[src/rtl/refsel_pkg.sv]
package refsel_pkg;

  typedef enum logic [1:0] {
    MODE_FREE = 2'd0,
    MODE_ACQ  = 2'd1,
    MODE_LOCK = 2'd2,
    MODE_HOLD = 2'd3
  } pll_mode_t;

  // control -> datapath strobes
  typedef struct packed {
    logic keepCur;  // current reference is in service (acquiring/locked)
    logic loadSel;  // capture candidate into the selection register
    logic pulseSw;  // raise the phase build-out strobe
    logic clrCnt;   // clear lock dwell counter
    logic incCnt;   // advance lock dwell counter
  } sel_ctl_t;

  // datapath -> control status
  typedef struct packed {
    logic candOk;   // a usable candidate exists
    logic candDiff; // candidate differs from the current selection
    logic dwellMet; // this lock cycle completes the dwell
  } sel_sts_t;

endpackage

[src/rtl/refsel_dp.sv]
module refsel_dp
  import refsel_pkg::*;
#(
  parameter int NUM_REFS = 4,
  parameter int PRIO_W   = 4,
  parameter int LOCK_W   = 8,
  parameter int IDX_W    = (NUM_REFS > 1) ? $clog2(NUM_REFS) : 1
) (
  input  logic                       clk,
  input  logic                       rstN,
  input  logic [NUM_REFS-1:0]        refValid,
  input  logic [NUM_REFS*PRIO_W-1:0] refPrio,
  input  logic                       manualMode,
  input  logic [IDX_W-1:0]           manualIdx,
  input  logic                       revertEn,
  input  logic [LOCK_W-1:0]          lockDwell,
  input  sel_ctl_t                   ctl,
  output sel_sts_t                   sts,
  output logic [IDX_W-1:0]           selIdx,
  output logic                       switchStrobe
);

  logic [PRIO_W-1:0] prioArr [NUM_REFS];
  logic [IDX_W-1:0]  selReg;
  logic              swReg;
  logic [LOCK_W-1:0] cnt;

  logic [IDX_W-1:0]  bestIdx;
  logic              bestOk;
  logic [PRIO_W-1:0] bestPri;
  logic [IDX_W-1:0]  cand;
  logic              candOk;
  logic              manOk;
  logic              curOk;

  genvar g;
  generate
    for (g = 0; g < NUM_REFS; g++) begin : g_prio
      assign prioArr[g] = refPrio[g*PRIO_W +: PRIO_W];
    end
  endgenerate

  // priority search: strict compare keeps the lowest index on a tie
  always_comb begin
    bestOk  = 1'b0;
    bestIdx = '0;
    bestPri = '1;
    for (int i = 0; i < NUM_REFS; i++) begin
      if (refValid[i] && (!bestOk || (prioArr[i] < bestPri))) begin
        bestOk  = 1'b1;
        bestIdx = IDX_W'(i);
        bestPri = prioArr[i];
      end
    end
  end

  always_comb begin
    manOk = (int'(manualIdx) < NUM_REFS) && refValid[manualIdx];
    curOk = refValid[selReg];
    if (manualMode) begin
      cand   = manualIdx;
      candOk = manOk;
    end else if (!revertEn && ctl.keepCur && curOk) begin
      cand   = selReg;
      candOk = 1'b1;
    end else begin
      cand   = bestIdx;
      candOk = bestOk;
    end
  end

  assign sts.candOk   = candOk;
  assign sts.candDiff = (cand != selReg);
  assign sts.dwellMet = (({1'b0, cnt} + {{LOCK_W{1'b0}}, 1'b1}) >= {1'b0, lockDwell});

  always_ff @(posedge clk or negedge rstN) begin
    if (!rstN) begin
      selReg <= '0;
      swReg  <= 1'b0;
      cnt    <= '0;
    end else begin
      if (ctl.loadSel) selReg <= cand;
      swReg <= ctl.pulseSw;
      if (ctl.clrCnt)                     cnt <= '0;
      else if (ctl.incCnt && (cnt != '1)) cnt <= cnt + 1'b1;
    end
  end

  assign selIdx       = selReg;
  assign switchStrobe = swReg;

  AST_STROBE_MOVES: assert property (@(posedge clk) disable iff (!rstN)
    swReg |-> (selReg != $past(selReg)));

  AST_MANUAL_LOAD: assert property (@(posedge clk) disable iff (!rstN)
    (ctl.loadSel && manualMode) |=> (selReg == $past(manualIdx)));

endmodule

[src/rtl/refsel_ctl.sv]
module refsel_ctl
  import refsel_pkg::*;
(
  input  logic      clk,
  input  logic      rstN,
  input  logic      pdLocked,
  input  sel_sts_t  sts,
  output sel_ctl_t  ctl,
  output pll_mode_t mode
);

  pll_mode_t modeQ, modeD;

  always_comb begin
    ctl         = '0;
    modeD       = modeQ;
    ctl.keepCur = (modeQ == MODE_ACQ) || (modeQ == MODE_LOCK);
    unique case (modeQ)
      MODE_FREE: begin
        if (sts.candOk) begin
          ctl.loadSel = 1'b1;
          ctl.clrCnt  = 1'b1;
          modeD       = MODE_ACQ;
        end
      end
      MODE_ACQ: begin
        if (!sts.candOk) begin
          ctl.clrCnt = 1'b1;
          modeD      = MODE_HOLD;
        end else if (sts.candDiff) begin
          ctl.loadSel = 1'b1;
          ctl.pulseSw = 1'b1;
          ctl.clrCnt  = 1'b1;
        end else if (pdLocked) begin
          if (sts.dwellMet) begin
            ctl.clrCnt = 1'b1;
            modeD      = MODE_LOCK;
          end else begin
            ctl.incCnt = 1'b1;
          end
        end else begin
          ctl.clrCnt = 1'b1;
        end
      end
      MODE_LOCK: begin
        if (!sts.candOk) begin
          ctl.clrCnt = 1'b1;
          modeD      = MODE_HOLD;
        end else if (sts.candDiff) begin
          ctl.loadSel = 1'b1;
          ctl.pulseSw = 1'b1;
          ctl.clrCnt  = 1'b1;
          modeD       = MODE_ACQ;
        end else if (!pdLocked) begin
          ctl.clrCnt = 1'b1;
          modeD      = MODE_ACQ;
        end
      end
      MODE_HOLD: begin
        if (sts.candOk) begin
          ctl.loadSel = 1'b1;
          ctl.pulseSw = sts.candDiff;
          ctl.clrCnt  = 1'b1;
          modeD       = MODE_ACQ;
        end
      end
      default: modeD = MODE_FREE;
    endcase
  end

  always_ff @(posedge clk or negedge rstN) begin
    if (!rstN) modeQ <= MODE_FREE;
    else       modeQ <= modeD;
  end

  assign mode = modeQ;

  AST_FREE_EXIT: assert property (@(posedge clk) disable iff (!rstN)
    (modeQ == MODE_FREE) |=> ((modeQ == MODE_FREE) || (modeQ == MODE_ACQ)));

  AST_LOSS_HOLD: assert property (@(posedge clk) disable iff (!rstN)
    (((modeQ == MODE_ACQ) || (modeQ == MODE_LOCK)) && !sts.candOk) |=> (modeQ == MODE_HOLD));

  AST_LOCK_NEEDS_PD: assert property (@(posedge clk) disable iff (!rstN)
    ((modeQ == MODE_ACQ) && !pdLocked) |=> (modeQ != MODE_LOCK));

endmodule

[src/rtl/refsel_mode_ctrl.sv]
module refsel_mode_ctrl
  import refsel_pkg::*;
#(
  parameter int NUM_REFS = 4,
  parameter int PRIO_W   = 4,
  parameter int LOCK_W   = 8,
  localparam int IDX_W   = (NUM_REFS > 1) ? $clog2(NUM_REFS) : 1
) (
  input  logic                       clk,
  input  logic                       rstN,
  input  logic [NUM_REFS-1:0]        refValid,
  input  logic [NUM_REFS*PRIO_W-1:0] refPrio,
  input  logic                       manualMode,
  input  logic [IDX_W-1:0]           manualIdx,
  input  logic                       revertEn,
  input  logic                       pdLocked,
  input  logic [LOCK_W-1:0]          lockDwell,
  output logic [IDX_W-1:0]           selIdx,
  output logic [1:0]                 mode,
  output logic                       switchStrobe,
  output logic                       bwLocked
);

  sel_ctl_t  ctl;
  sel_sts_t  sts;
  pll_mode_t modeQ;

  refsel_dp #(
    .NUM_REFS(NUM_REFS), .PRIO_W(PRIO_W), .LOCK_W(LOCK_W), .IDX_W(IDX_W)
  ) dp_i (
    .clk(clk), .rstN(rstN), .refValid(refValid), .refPrio(refPrio),
    .manualMode(manualMode), .manualIdx(manualIdx), .revertEn(revertEn),
    .lockDwell(lockDwell), .ctl(ctl), .sts(sts),
    .selIdx(selIdx), .switchStrobe(switchStrobe)
  );

  refsel_ctl ctl_i (
    .clk(clk), .rstN(rstN), .pdLocked(pdLocked), .sts(sts),
    .ctl(ctl), .mode(modeQ)
  );

  assign mode     = modeQ;
  assign bwLocked = (modeQ == MODE_LOCK);

endmodule

[config.mk]
export PLATFORM = sky130hd
export DESIGN_NAME = refsel_mode_ctrl
export DESIGN_NICKNAME = d
export VERILOG_FILES = /design/src/rtl/refsel_pkg.sv /design/src/rtl/refsel_dp.sv /design/src/rtl/refsel_ctl.sv /design/src/rtl/refsel_mode_ctrl.sv
export SDC_FILE = /design/constraint.sdc
export NUM_CORES = 1
export LEC_CHECK = 0
export ABC_AREA = 1
export BUFFER_PORTS_ARGS = -buffer_cell sky130_fd_sc_hd__buf_4
export CAP_MARGIN = 20
export CORE_ASPECT_RATIO = 1.5
export CORE_MARGIN = 3
export CORE_UTILIZATION = 55
export CTS_BUF_LIST = sky130_fd_sc_hd__clkbuf_8
export DETAILED_ROUTE_END_ITERATION = 16
export HOLD_SLACK_MARGIN = 0.1
export PLACE_DENSITY = 0.82
export SYNTH_ARGS = -nofsm -noshare
export SYNTH_HDL_FRONTEND = slang
export SYNTH_HIERARCHICAL = 1
export SYNTH_SLANG_ARGS = --single-unit
[constraint.sdc]
create_clock -name clk -period 3.8 [get_ports clk]
set_input_delay 0.38 -clock clk [delete_from_list [all_inputs] [get_ports clk]]
set_output_delay 0.38 -clock clk [all_outputs]
set_load 0.005 [all_outputs]
# --- After elaboration in Yosys (flattened, before gate mapping) ---
# Index checks and enable logic that the tools add are counted.
totals:
  input_bits: 35
  register_bits: 13
  output_inout_bits: 6
op_classes:
  n_lt_le_gt_ge: 6
  n_mux: 48
  addsub: 2
  eq_ne: 10
  n_reduce_logical: 19
op_table:
  columns: ["operator", "n"]
  rows:
  - ["2-bit 2-to-1 mux", 14]
  - ["1-bit 2-to-1 mux", 22]
  - ["8-bit 2-to-1 mux", 2]
  - ["4-bit < comparator", 3]
  - ["4-bit 2-to-1 mux", 3]
  - ["8-bit by 1-bit adder with 9-bit output, second input constant", 1]
  - ["9-bit by 8-bit >= comparator with 1-bit output", 1]
  - ["8-bit by 1-bit adder with 8-bit output, second input constant", 1]
  - ["8-bit != test, second input constant", 1]
  - ["1-bit logical AND", 6]
  - ["2-bit by 3-bit < comparator with 1-bit output, second input constant", 2]
  - ["3-bit != test, second input constant", 2]
  - ["2-bit one-hot mux with 3 select lines", 1]
  - ["5-bit AND reduction", 1]
  - ["1-bit binary-select mux with 2-bit select", 2]
  - ["2-bit equality test, second input constant", 2]
  - ["1-bit zero test", 4]
  - ["1-bit logical OR", 4]
  - ["4-bit by 3-bit != test with 1-bit output, second input constant", 1]
  - ["1-bit one-hot mux with 4 select lines", 1]
  - ["2-bit OR reduction", 2]
  - ["3-bit 2-to-1 mux", 1]
  - ["3-bit by 2-bit != test with 1-bit output, second input constant", 1]
  - ["1-bit one-hot mux with 3 select lines", 1]
  - ["6 further kinds", 6]

# --- Depth between registers and ports, before layout ---
# Gate-level depths: netlist of the first run.
depth:
  ltp_word: 22
  ltp_mapped: 43
  ltp_nobuf: 42

# --- Cells and area by module ---
# The synthesis of the first run kept the hierarchy.
modules_own_cells:
  columns: ["mod", "area_per_inst_um2", "seq_area_each_um2", "n_inst", "cells_each"]
  rows:
  - ["refsel_dp", 1345.0, 275.3, 1, 213]
  - ["refsel_ctl", 320.3, 50.0, 1, 51]
  - ["refsel_mode_ctrl", 10.0, 0.0, 1, 2]

# --- Worst setup path after synthesis of the first run ---
# Ideal clock, no wire load.
synth_timing:
  path_kind: "in2reg"
  start: "in refValid[0]"
  end: "reg dp_i.cnt[4]"
  path_buffers: 1
  cell_stages: 42
  arrival_ns: 3.972
  slack_ns: -0.254
  t_required_ns: 3.717
  path_cell_list: "buf_6 inv_1 nor2_1 ha_1 inv_1 o21bai_1 inv_1 nand2_1 nand2_2 nand2_4 inv_1 o21ai_0 ha_1 nand2_1 nand2_1 nand2_1 nand2_1 nand2_2 (+6 left out) nand2_1 nand2_1 nand2_1 nand2_1 nand2_1 nand2_1 nand2_1 nand2_1 nand3_2 inv_1 nand2_1 nor2_1 nor2_1 nor2_1 nor2_1 nor2_1 inv_1 o21ai_0"
synth_lines:
  columns: ["element", "line", "rtl"]
  rows:
  - ["start, declared", "refsel_mode_ctrl.sv:11", "input logic [NUM_REFS-1:0] refValid,"]
  - ["end signal, assigned", "refsel_dp.sv:85", "else if (ctl.incCnt && (cnt != '1)) cnt <= cnt + 1'b1;"]
  - ["end, declared", "refsel_dp.sv:26", "logic [LOCK_W-1:0] cnt;"]

==> results.md, run 1 <==
* Outcome: finished with violations
* Failing checks: negative setup slack
* CP most frequent cell: nand2_1
* Fin crit share at 109.0%
* Wire per inst at 14.29 um
* Max-slew violations at 0
* CP arrival at 4.31 ns
* Share of cells above drive strength 1 at 39.34%
* Leakage power figure at 0.001413 uW
* Routed WL at 5286 um
* Root Driver: clkbuf_8
* Clock Pin Slew Worst Setup and Hold Paths at 0.06 ns
* CP max FO at 8
* Switching power total at 529.1 uW
* Most frequent cells in the layout: buf_4, inv_1, nand2_1
* Vias in the first global route at 1760
* Synth async-reset ratio at 100.0%
* Setup CP Type: in -> reg
* Achievable frequency at 0.2414 GHz
* Setup crit start kind: input pin
* Final TNS setup at -2.868 ns
* Switching Fraction at 48.35%
* Setup crit end kind: flip-flop
* Initial DRC Count at 59
* Htree depth at 1
* RR Startpoint: dp_i/cnt[2]
* CP Capture Point: dp_i/cnt[4]
* Total GRT Usage at 23.37%
* DRC viols at 0
* Final setup viols at 12
* Die extent in x at 51.07 um
* Row count at 23
* First-pass GRT wire length at 6851 um
* Starting Density at 60.02%
* Syn_area_per_cell at 6.298 um^2
* Detailed placement HPWL at 3263 um
* Synthesis-stage register bit count at 13
* Final hold violations at 0
* Worst EP required at 3.97 ns
* Logic pwr share at 69.7%
* CTS tree: built
* Internal power at 565.2 uW
* Worst Tran Pin Value at 0.4462 ns
* Slowest-stage cell, CP: ha_1
* Final worst path period need at 4.142 ns
* Gate Count Post-Synth at 266
* Reg power frac at 18.9%
* DR vias at 2010
* Layout Nets at 391
* Hold WC Path Type: in -> async
* CP peak stage delay at 0.28 ns
* Power per cell area at 444.0 nW/um^2
* Initial antenna violation count at 0
* R2r setup slk at 0.71 ns
* Die footprint at 3758 um^2
* Maximum vdd drop at 0.0004784 V
* Hold Slack at 0.5476 ns
* Final weighted congestion in routability-driven placement at 0.8109
* Post-Syn Nets at 323
* Post-synth EDFFs at 0
* Crit path launch: refValid[0]
* Core Footprint at 2791 um^2
* Commonest non-fill, non-tap cell in the layout: buf_4
* Max_cap viols at 0
* Ys Warns at 6
* Area Growth Syn to Fin at 47.12%
* Slew headroom at 70.18%
* RSZ-0062 raised after global routing: true
* Clock skew at 0.004300 ns
* Drt first pass iters at 5
* Final worst setup slack at -0.3422 ns
* CTS Sinks at 13
* Clock power share at 11.3%
* ANT cells at 0
* # fillers at 158
* Post-Syn Area at 1675 um^2
* Grt ovf at 0
* Chip Height at 73.60 um
* Top_reg_cell synth: dfrtp_1
* Worst flop-to-flop path endpoint: dp_i/cnt[4]
* Vias per cell at 5.432
* Netlist cell types at 25
* TritonCTS Buffers at 3
* Port Buffer Count at 40
* Clock buffer depth at 2
* Register area share after synthesis at 19.42%
* Io pins at 41
* Largest net degree at the start of global routing at 14
* Worst-Skew Late Latency at 0.24 ns
* Final ANT Viol Nets at 0
* R2r worst-path depth at 18
stage by stage:
step	util, %	power [uW]	instance area [um^2]	setup slack (ns)	instances
final	88.30	1094	2465	-0.3422	370
after global routing	88.30	1171	2465	-0.6444	370
after CTS	81.04	904.6	2262	-0.1454	365
after detailed placement	76.96	742.2	2148	-0.4719	355
after global placement	76.96	726.2	2148	-0.3775	355
after floorplan	-	555.4	1728	-0.01353	266
worst max-delay path: cells and delay by family:
kind	cells	cell delay, ns
AOI/OAI and AO/OA	3	0.34
adders and majority gates	2	0.52
buffers and inverters	6	0.63
and+or+nand+nor	31	2.44
state kept, by name, summed over array words and instances, names as in the netlist:
signal	count
dp_i/cnt	8
ctl_i/mode	2
dp_i/switchStrobe	1
dp_i/selIdx	2
how the worst min path moves through the flow:
| stage | startpoint | to | slack, ns | cells after the start |
|---|---|---|---|---|
| final | rstN | dp_i/switchStrobe | 0.55 | 2 |
| after detailed placement | rstN | dp_i/switchStrobe | 0.24 | 1 |
| after global placement | rstN | dp_i/switchStrobe | 0.23 | 1 |
| after global routing | rstN | dp_i/switchStrobe | 0.53 | 2 |
| after floorplan | rstN | ctl_i/mode[0] | 0.08 | 0 |
| after CTS | rstN | ctl_i/mode[0] | 0.51 | 2 |
routing by layer:
metal  share of wire, %  global-route usage, %  vias to the layer above
met3                4.7                  2.637                       23
met1                 35                  24.71                      926
met4                5.0                  9.281                        0
li1                   -                      -                      971
met2                 55                  45.48                       90
met5                  0                      0                        -
cells by family (layout without fill, tap and decap cells):
family | after synthesis | after routing | share of synthesized area, %
adder cells (fa/ha/maj) | 22 | 22 | 16.43
flip-flops | 13 | 13 | 19.42
AND/OR/NAND/NOR | 125 | 125 | 34.21
buffers and inverters | 64 | 131 | 15.46
XOR/XNOR | 4 | 4 | 2.091
AO/OA/AOI/OAI | 38 | 38 | 12.40
final cells by class:
class                   instances  area [um^2]  area share [%]
multi-input cells             189         1287           52.23
repair buffers                 66        513.0           20.81
flip-flops and latches         13        325.3           13.20
inverters                      61        246.5           10.00
well taps                      37        46.29           1.878
clock buffers                   3        41.29           1.675
clock inverters                 1        5.005          0.2030
synthesized netlist by cell type (all sizes together) (3+ instances only):
cell,n,share of area (%)
a21oi,12,3.6
buf,3,1.8
dfrtp,13,19
ha,22,16
inv,59,13
nand2,80,20
nand3,23,8.4
nor2,15,3.5
nor3,3,0.90
o211ai,3,1.3
o21ai,17,5.1
o22ai,4,1.5
xor2,4,2.1
power groups by stage:
stage / logic [uW] / clock network, uW / registers (uW)
final: 763 / 124 / 207
after global routing: 830 / 130 / 212
after CTS: 576 / 125 / 203
after detailed placement: 537 / 0 / 205
after global placement: 521 / 0 / 205
after floorplan: 354 / 0 / 202
repair_timing:
item,CTS,global route
resized for setup,11,47
endpoints found under the hold margin,13,0
buffers inserted,5,5
pin swaps,12,40
hold buffers,1,0
endpoints found under the setup margin,9,13
Note: power is estimated with default switching activity, not from simulation.
==> run 2, diff against run 1 <==
--- a/config.mk
+++ b/config.mk
@@ -5,7 +5,7 @@
 export SDC_FILE = /design/constraint.sdc
 export NUM_CORES = 1
 export LEC_CHECK = 0
-export ABC_AREA = 1
+export ABC_AREA = 0
 export BUFFER_PORTS_ARGS = -buffer_cell sky130_fd_sc_hd__buf_4
 export CAP_MARGIN = 20
 export CORE_ASPECT_RATIO = 1.5
==> results.md, run 2 <==
* Setup crit start kind: input pin (unchanged)
* Largest net degree at the start of global routing at 14 (unchanged)
* Vias in the first global route at 1866 (was 1760)
* Ys Warns at 6 (unchanged)
* Logic pwr share at 67.5% (was 69.7%)
* Dpl cells at 317 (was 355)
* Initial antenna violation count at 0 (unchanged)
* Final weighted congestion in routability-driven placement at 0.8691 (was 0.8109)
* Setup CP Type: in -> reg (unchanged)
* Port Buffer Count at 40 (unchanged)
* Share of cells above drive strength 1 at 42.41% (was 39.34%)
* R2r setup slk at 0.34 ns (was 0.71 ns)
* Worst EP required at 3.97 ns (about the same)
* Wire per inst at 14.93 um (was 14.29 um)
* Max_cap viols at 0 (unchanged)
* Post-Syn Nets at 266 (was 323)
* Drt first pass iters at 4 (was 5)
* Detailed placement HPWL at 3713 um (was 3263 um)
* Fin crit share at 138.6% (was 109.0%)
* Worst Tran Pin Value at 0.6480 ns (was 0.4462 ns)
* Final hold violations at 0 (unchanged)
* Top_reg_cell synth: dfrtp_1 (unchanged)
* Area Growth Syn to Fin at 49.96% (was 47.12%)
* Final worst setup slack at -1.466 ns (was -0.3422 ns)
* Max-slew violations at 0 (unchanged)
* Die extent in x at 51.67 um (was 51.07 um)
* Switching Fraction at 42.17% (was 48.35%)
* Final ANT Viol Nets at 0 (unchanged)
* Slowest-stage cell, CP: or3_4 (was ha_1)
* Final setup viols at 13 (was 12)
* Layout Nets at 348 (was 391)
* Final worst path period need at 5.266 ns (was 4.142 ns)
* Worst-Skew Late Latency at 0.24 ns (about the same)
* TritonCTS Buffers at 3 (unchanged)
* Power per cell area at 403.9 nW/um^2 (was 444.0 nW/um^2)
* CP top delay family: compound AO/OA/AOI/OAI gates (was simple AND/OR/NAND/NOR gates)
* Clock skew at 0.004389 ns (was 0.004300 ns)
* Root Driver: clkbuf_8 (unchanged)
* CTS Sinks at 13 (unchanged)
* CP arrival at 5.44 ns (was 4.31 ns)
* Gate Count Post-Synth at 209 (was 266)
* CP max FO at 7 (was 8)
* Core Footprint at 2943 um^2 (was 2791 um^2)
* Grt ovf at 0 (unchanged)
* Leading area contributor after synthesis: dfrtp_1 (unchanged)
* Initial DRC Count at 75 (was 59)
* Top-area cell type share of the netlist area at 18.91% (was 19.42%)
* Chip Height at 74.50 um (was 73.60 um)
* Clock Pin Slew Worst Setup and Hold Paths at 0.06 ns (about the same)
* Biggest register: dp_i/cnt (unchanged)
* Synthesis-stage register bit count at 13 (unchanged)
* Total GRT Usage at 26.67% (was 23.37%)
* Max FFs per register at 8 (unchanged)
* CP peak stage delay at 0.36 ns (was 0.28 ns)
* RSZ-0062 raised after global routing: true (unchanged)
* Maximum vdd drop at 0.0002873 V (was 0.0004784 V)
* Commonest non-fill, non-tap cell in the layout: buf_4 (unchanged)
* Post-Syn Area at 1720 um^2 (was 1675 um^2)
* Achievable frequency at 0.1899 GHz (was 0.2414 GHz)
* ANT cells at 0 (unchanged)
* Clock power share at 11.7% (was 11.3%)
* Failing checks: negative setup slack (unchanged)
* CTS tree: built (unchanged)
* DRC viols at 0 (unchanged)
* Hold WC Path Type: in -> reg (was in -> async)
* DR vias at 1869 (was 2010)
* Netlist cell types at 51 (was 25)
* Die footprint at 3849 um^2 (was 3758 um^2)
* Outcome: finished with violations (unchanged)
* Reg power frac at 20.8% (was 18.9%)
* Register area share after synthesis at 18.91% (was 19.42%)
* First-pass GRT wire length at 7886 um (was 6851 um)
* Hold Slack at 0.4837 ns (was 0.5476 ns)
* Post-synth top cells: nor2_1, ha_1, a21oi_1, inv_1, nand2_1 (was nand2_1, inv_1, ha_1, nand3_1, o21ai_0)
* Clock buffer depth at 2 (unchanged)
* Setup crit end kind: flip-flop (unchanged)
* Post-synth EDFFs at 0 (unchanged)
* Htree depth at 1 (unchanged)
* Internal power at 602.6 uW (was 565.2 uW)
* Io pins at 41 (unchanged)
* Switching power total at 439.4 uW (was 529.1 uW)
* Cell with the most instances after synthesis: nor2_1 (was nand2_1)
* Vias per cell at 5.681 (was 5.432)
* Row count at 24 (was 23)
* Leakage power figure at 0.001277 uW (was 0.001413 uW)
* Routed WL at 4912 um (was 5286 um)
* Final std cells w/o fill at 329 (was 370)
* Most frequent cells in the layout: buf_4, nor2_1, inv_1, ha_1, a21oi_1 (was buf_4, inv_1, nand2_1)
* Starting Density at 58.46% (was 60.02%)
* Syn_area_per_cell at 8.232 um^2 (was 6.298 um^2)
* Slew headroom at 56.25% (was 70.18%)
* CP bufs+invs at 3 (was 6)
* Synth async-reset ratio at 100.0% (unchanged)
* Synth top area cells: dfrtp_1, ha_1, a21oi_1 (was dfrtp_1, nand2_1, ha_1)
## run 2: power by group through the flow
stage | logic (uW) | registers, uW | clock network, uW
2_1_floorplan | 405 | 210 | 0
3_3_place_gp | 598 | 215 | 0
3_5_place_dp | 612 | 216 | 0
4_1_cts | 660 | 214 | 124
5_1_grt | 774 | 221 | 133
6_report | 704 | 216 | 122
## run 2: timing repair
action | 4_1_cts | 5_1_grt
hold endpoints to repair | 13 | 0
hold buffers | 1 | 0
buffers inserted | 4 | 3
gates cloned | 0 | 0
pin swaps | 23 | 7
resized for setup | 19 | 9
endpoints found under the setup margin | 13 | 13
## run 2: routing by layer
metal	global-route usage (%)	routed length, um	vias to the layer above
met5	0	0	-
met2	53.82	2814	66
met3	2.405	193	12
met4	8.455	104	0
li1	-	-	917
met1	28.04	1800	874
## run 2: final cells by class
type / instances / area (um^2)
Inverter: 18 / 70.07
Clock buffer: 3 / 41.29
Timing Repair Buffer: 80 / 625.6
Multi-Input combinational cell: 175 / 1465
Clock inverter: 1 / 3.754
Fill cell: 170 / 362.8
Tap cell: 39 / 48.80
Sequential cell: 13 / 325.3
## run 2: logic make-up (layout without fill, tap and decap cells)
group | after synthesis | count (layout) | share of synthesized area (%)
mux | 6 | 6 | 4.364
fa+ha+maj | 23 | 23 | 16.65
compound gates | 63 | 63 | 26.40
flops | 13 | 13 | 18.91
simple gates | 70 | 70 | 22.18
xor+xnor | 13 | 13 | 6.618
buf+inv | 21 | 102 | 4.872
## run 2: path summary, 6_finish.rpt
path                                    start  cells past startpoint              to
worst max-delay path              refValid[0]                     28     dp_i/cnt[3]
worst min-delay path             manualIdx[1]                      3  dp_i/selIdx[1]
worst max register to register  ctl_i/mode[0]                     15     dp_i/cnt[3]
worst min register to register    dp_i/cnt[1]                      2     dp_i/cnt[1]
max in group asynchronous                rstN                      2     dp_i/cnt[1]
min in group asynchronous                rstN                      2     dp_i/cnt[7]
## run 2: metrics by stage
| step | utilization, % | setup slack [ns] | cell area (um^2) | total power (uW) | setup TNS (ns) |
|---|---|---|---|---|---|
| 6_report | 87.67 | -1.466 | 2580 | 1042 | -16.50 |
| 5_1_grt | 87.67 | -1.701 | 2580 | 1128 | -19.37 |
| 4_1_cts | 85.29 | -1.386 | 2510 | 998.5 | -15.34 |
| 3_5_place_dp | 79.72 | -1.942 | 2346 | 828.3 | -22.89 |
| 3_3_place_gp | 79.72 | -1.798 | 2346 | 812.8 | -21.49 |
| 2_1_floorplan | - | -1.668 | 1783 | 614.7 | -18.60 |
## run 2: tightest hold or removal path: stages
cell and delay, ns:
buf_4 0.10, o32ai_1 0.08, a21oi_1 0.13
==> run 3, diff against run 2 <==
--- a/config.mk
+++ b/config.mk
@@ -14,7 +14,9 @@
 export CTS_BUF_LIST = sky130_fd_sc_hd__clkbuf_8
 export DETAILED_ROUTE_END_ITERATION = 16
 export HOLD_SLACK_MARGIN = 0.1
-export PLACE_DENSITY = 0.82
+export PLACE_DENSITY_LB_ADDON = 0.08
+export REMOVE_ABC_BUFFERS = 1
+export SKIP_LAST_GASP = 1
 export SYNTH_ARGS = -nofsm -noshare
 export SYNTH_HDL_FRONTEND = slang
 export SYNTH_HIERARCHICAL = 1
==> results.md, run 3 (synthesized netlist as in run 2, its figures left out) <==
* Worst EP required at 3.97 ns (about the same)
* RSZ-0062 raised after global routing: true (unchanged)
* ANT cells at 0 (unchanged)
* Design Area, Final at 2532 um^2 (was 2580 um^2)
* Hold Path Depth at 3 (unchanged)
* Sequential Area at 325.3 um^2 (unchanged)
* Leakage power figure at 0.001266 uW (was 0.001277 uW)
* Worst Tran Pin Value at 0.6353 ns (was 0.6480 ns)
* Io pins at 41 (unchanged)
* DRC viols at 0 (unchanged)
* RR Startpoint: ctl_i/mode[0] (unchanged)
* Detailed placement HPWL at 3589 um (was 3713 um)
* Achievable frequency at 0.1906 GHz (was 0.1899 GHz)
* Worst-Skew Late Latency at 0.25 ns (was 0.24 ns)
* Setup crit start kind: input pin (unchanged)
* Power per cell area at 408.2 nW/um^2 (was 403.9 nW/um^2)
* Vias in the first global route at 1918 (was 1866)
* First-pass GRT wire length at 7969 um (was 7886 um)
* Final weighted congestion in routability-driven placement at 0.7917 (was 0.8691)
* Area Growth Syn to Fin at 47.20% (was 49.96%)
* Final ANT Viol Nets at 0 (unchanged)
* DR vias at 1868 (was 1869)
* R2r worst-path depth at 15 (unchanged)
* Max FFs per register at 8 (unchanged)
* Final TNS setup at -16.46 ns (was -16.50 ns)
* Port Buffer Count at 40 (unchanged)
* Htree depth at 1 (unchanged)
* CP arrival at 5.42 ns (was 5.44 ns)
* CTS tree: built (unchanged)
* Root Driver: clkbuf_8 (unchanged)
* CTS Sinks at 13 (unchanged)
* Biggest register: dp_i/cnt (unchanged)
* Outcome: finished with violations (unchanged)
* Wire per inst at 14.73 um (was 14.93 um)
* Core Footprint at 2943 um^2 (unchanged)
* Setup CP Type: in -> reg (unchanged)
* CP max FO at 7 (unchanged)
* Chip Height at 74.50 um (unchanged)
* Clock buffer depth at 2 (unchanged)
* Placed cell areas at 2293 um^2 (was 2346 um^2)
* Failing checks: negative setup slack (unchanged)
* TritonCTS Buffers at 3 (unchanged)
* Hold WC Path Type: in -> reg (unchanged)
* Commonest non-fill, non-tap cell in the layout: buf_4 (unchanged)
* Routed WL at 4830 um (was 4912 um)
* Worst flop-to-flop path endpoint: dp_i/cnt[7] (was dp_i/cnt[3])
* Most frequent cells in the layout: buf_4, nor2_1, ha_1 (was buf_4, nor2_1, inv_1, ha_1, a21oi_1)
* Vias per cell at 5.695 (was 5.681)
* Max_cap viols at 0 (unchanged)
* Min-Delay Endpoint: dp_i/selIdx[1] (unchanged)
* Multi-input logic area at 1439 um^2 (was 1465 um^2)
* Initial antenna violation count at 0 (unchanged)
* Drt first pass iters at 4 (unchanged)
* # fillers at 190 (was 170)
* Initial DRC Count at 61 (was 75)
* Final worst setup slack at -1.446 ns (was -1.466 ns)
* Setup crit end kind: flip-flop (unchanged)
* Clock skew at 0.003011 ns (was 0.004389 ns)
* Maximum vdd drop at 0.0002924 V (was 0.0002873 V)
* Fin crit share at 138.1% (was 138.6%)
* Total GRT Usage at 27.16% (was 26.67%)
* Final hold violations at 0 (unchanged)
* Post-place setup slack at -2.100 ns (was -1.942 ns)
* Starting Density at 58.46% (unchanged)
* Layout Nets at 347 (was 348)
* Die footprint at 3849 um^2 (unchanged)
* R2r setup slk at 0.36 ns (was 0.34 ns)
* Grt ovf at 0 (unchanged)
* Largest net degree at the start of global routing at 14 (unchanged)
* Final setup viols at 13 (unchanged)
* Worst Hold Launch: manualIdx[1] (unchanged)
* Slew headroom at 57.39% (was 56.25%)
* Utilization after layout at 86.05% (was 87.67%)
* Final worst path period need at 5.246 ns (was 5.266 ns)
* Share of cells above drive strength 1 at 41.18% (was 42.41%)
* Clock Pin Slew Worst Setup and Hold Paths at 0.06 ns (about the same)
* Die extent in x at 51.67 um (unchanged)
* Max-slew violations at 0 (unchanged)
* Row count at 24 (unchanged)
[run 3: changes by cell type in the layout (fill, tap and decap cells not counted), sizes merged]
cell	before	now
clkinv	0	1
inv	19	18
buf	79	78
[run 3: how the worst max path moves through the flow]
stage / start / cells after the start / slack, ns / to
2_1_floorplan: refValid[0] / 27 / -1.79 / dp_i/cnt[2]
3_3_place_gp: refValid[0] / 29 / -1.93 / dp_i/cnt[2]
3_5_place_dp: refValid[0] / 26 / -2.10 / dp_i/cnt[6]
4_1_cts: refValid[0] / 27 / -1.23 / dp_i/cnt[7]
5_1_grt: refValid[0] / 29 / -1.77 / dp_i/cnt[6]
6_report: refValid[0] / 28 / -1.45 / dp_i/cnt[7]
[run 3: cell type report]
type | count | area share, %
clock buffer | 3 | 1.630
clock inverter | 1 | 0.1976
inverter | 18 | 2.767
multi-input combinational | 175 | 56.82
sequential | 13 | 12.85
tap | 39 | 1.927
timing repair buffer | 79 | 23.81
[run 3: worst max-delay path, stage by stage]
cell      delay, ns
buf_8          0.08
inv_4          0.03
nor2_4         0.12
ha_4           0.21
and3b_1        0.20
o21ai_2        0.14
o311a_1        0.26
mux2_4         0.34
ha_4           0.23
a21oi_4        0.14
o21ai_2        0.08
o41ai_4        0.38
buf_4          0.19
a21oi_2        0.06
ha_1           0.29
o21ai_1        0.08
a211oi_2       0.26
o21ai_1        0.13
nand3_1        0.11
a31oi_2        0.06
o31ai_4        0.23
xnor2_1        0.09
a211o_1        0.24
nand3b_1       0.20
nor3b_2        0.23
nand2b_1       0.16
or3_1          0.37
a21oi_1        0.12
[run 3: what timing repair did]
action	CTS	global route
setup endpoints to repair	13	13
hold buffers	1	0
endpoints found under the hold margin	13	0
buffers inserted	6	1
pin swaps	12	0
gates resized for setup	31	3
[run 3: layer usage]
layer	global-route usage, %	routed length (um)
met1	27.41	1794
met2	54.25	2784
met3	2.004	133
met4	13.12	117
met5	0	0
[run 3: power by group]
group	switching [uW]	internal [uW]
Combinational	334	357
Clock	54.9	72.6
Sequential	48.1	168
[run 3: through the flow]
stage | power, uW | hold slack (ns) | cells
after floorplan | 591.0 | 0.08441 | 206
after global placement | 795.8 | 0.2328 | 317
after detailed placement | 813.1 | 0.2362 | 317
after CTS | 1009 | 0.4875 | 327
after global routing | 1113 | 0.4852 | 328
final | 1034 | 0.4885 | 328
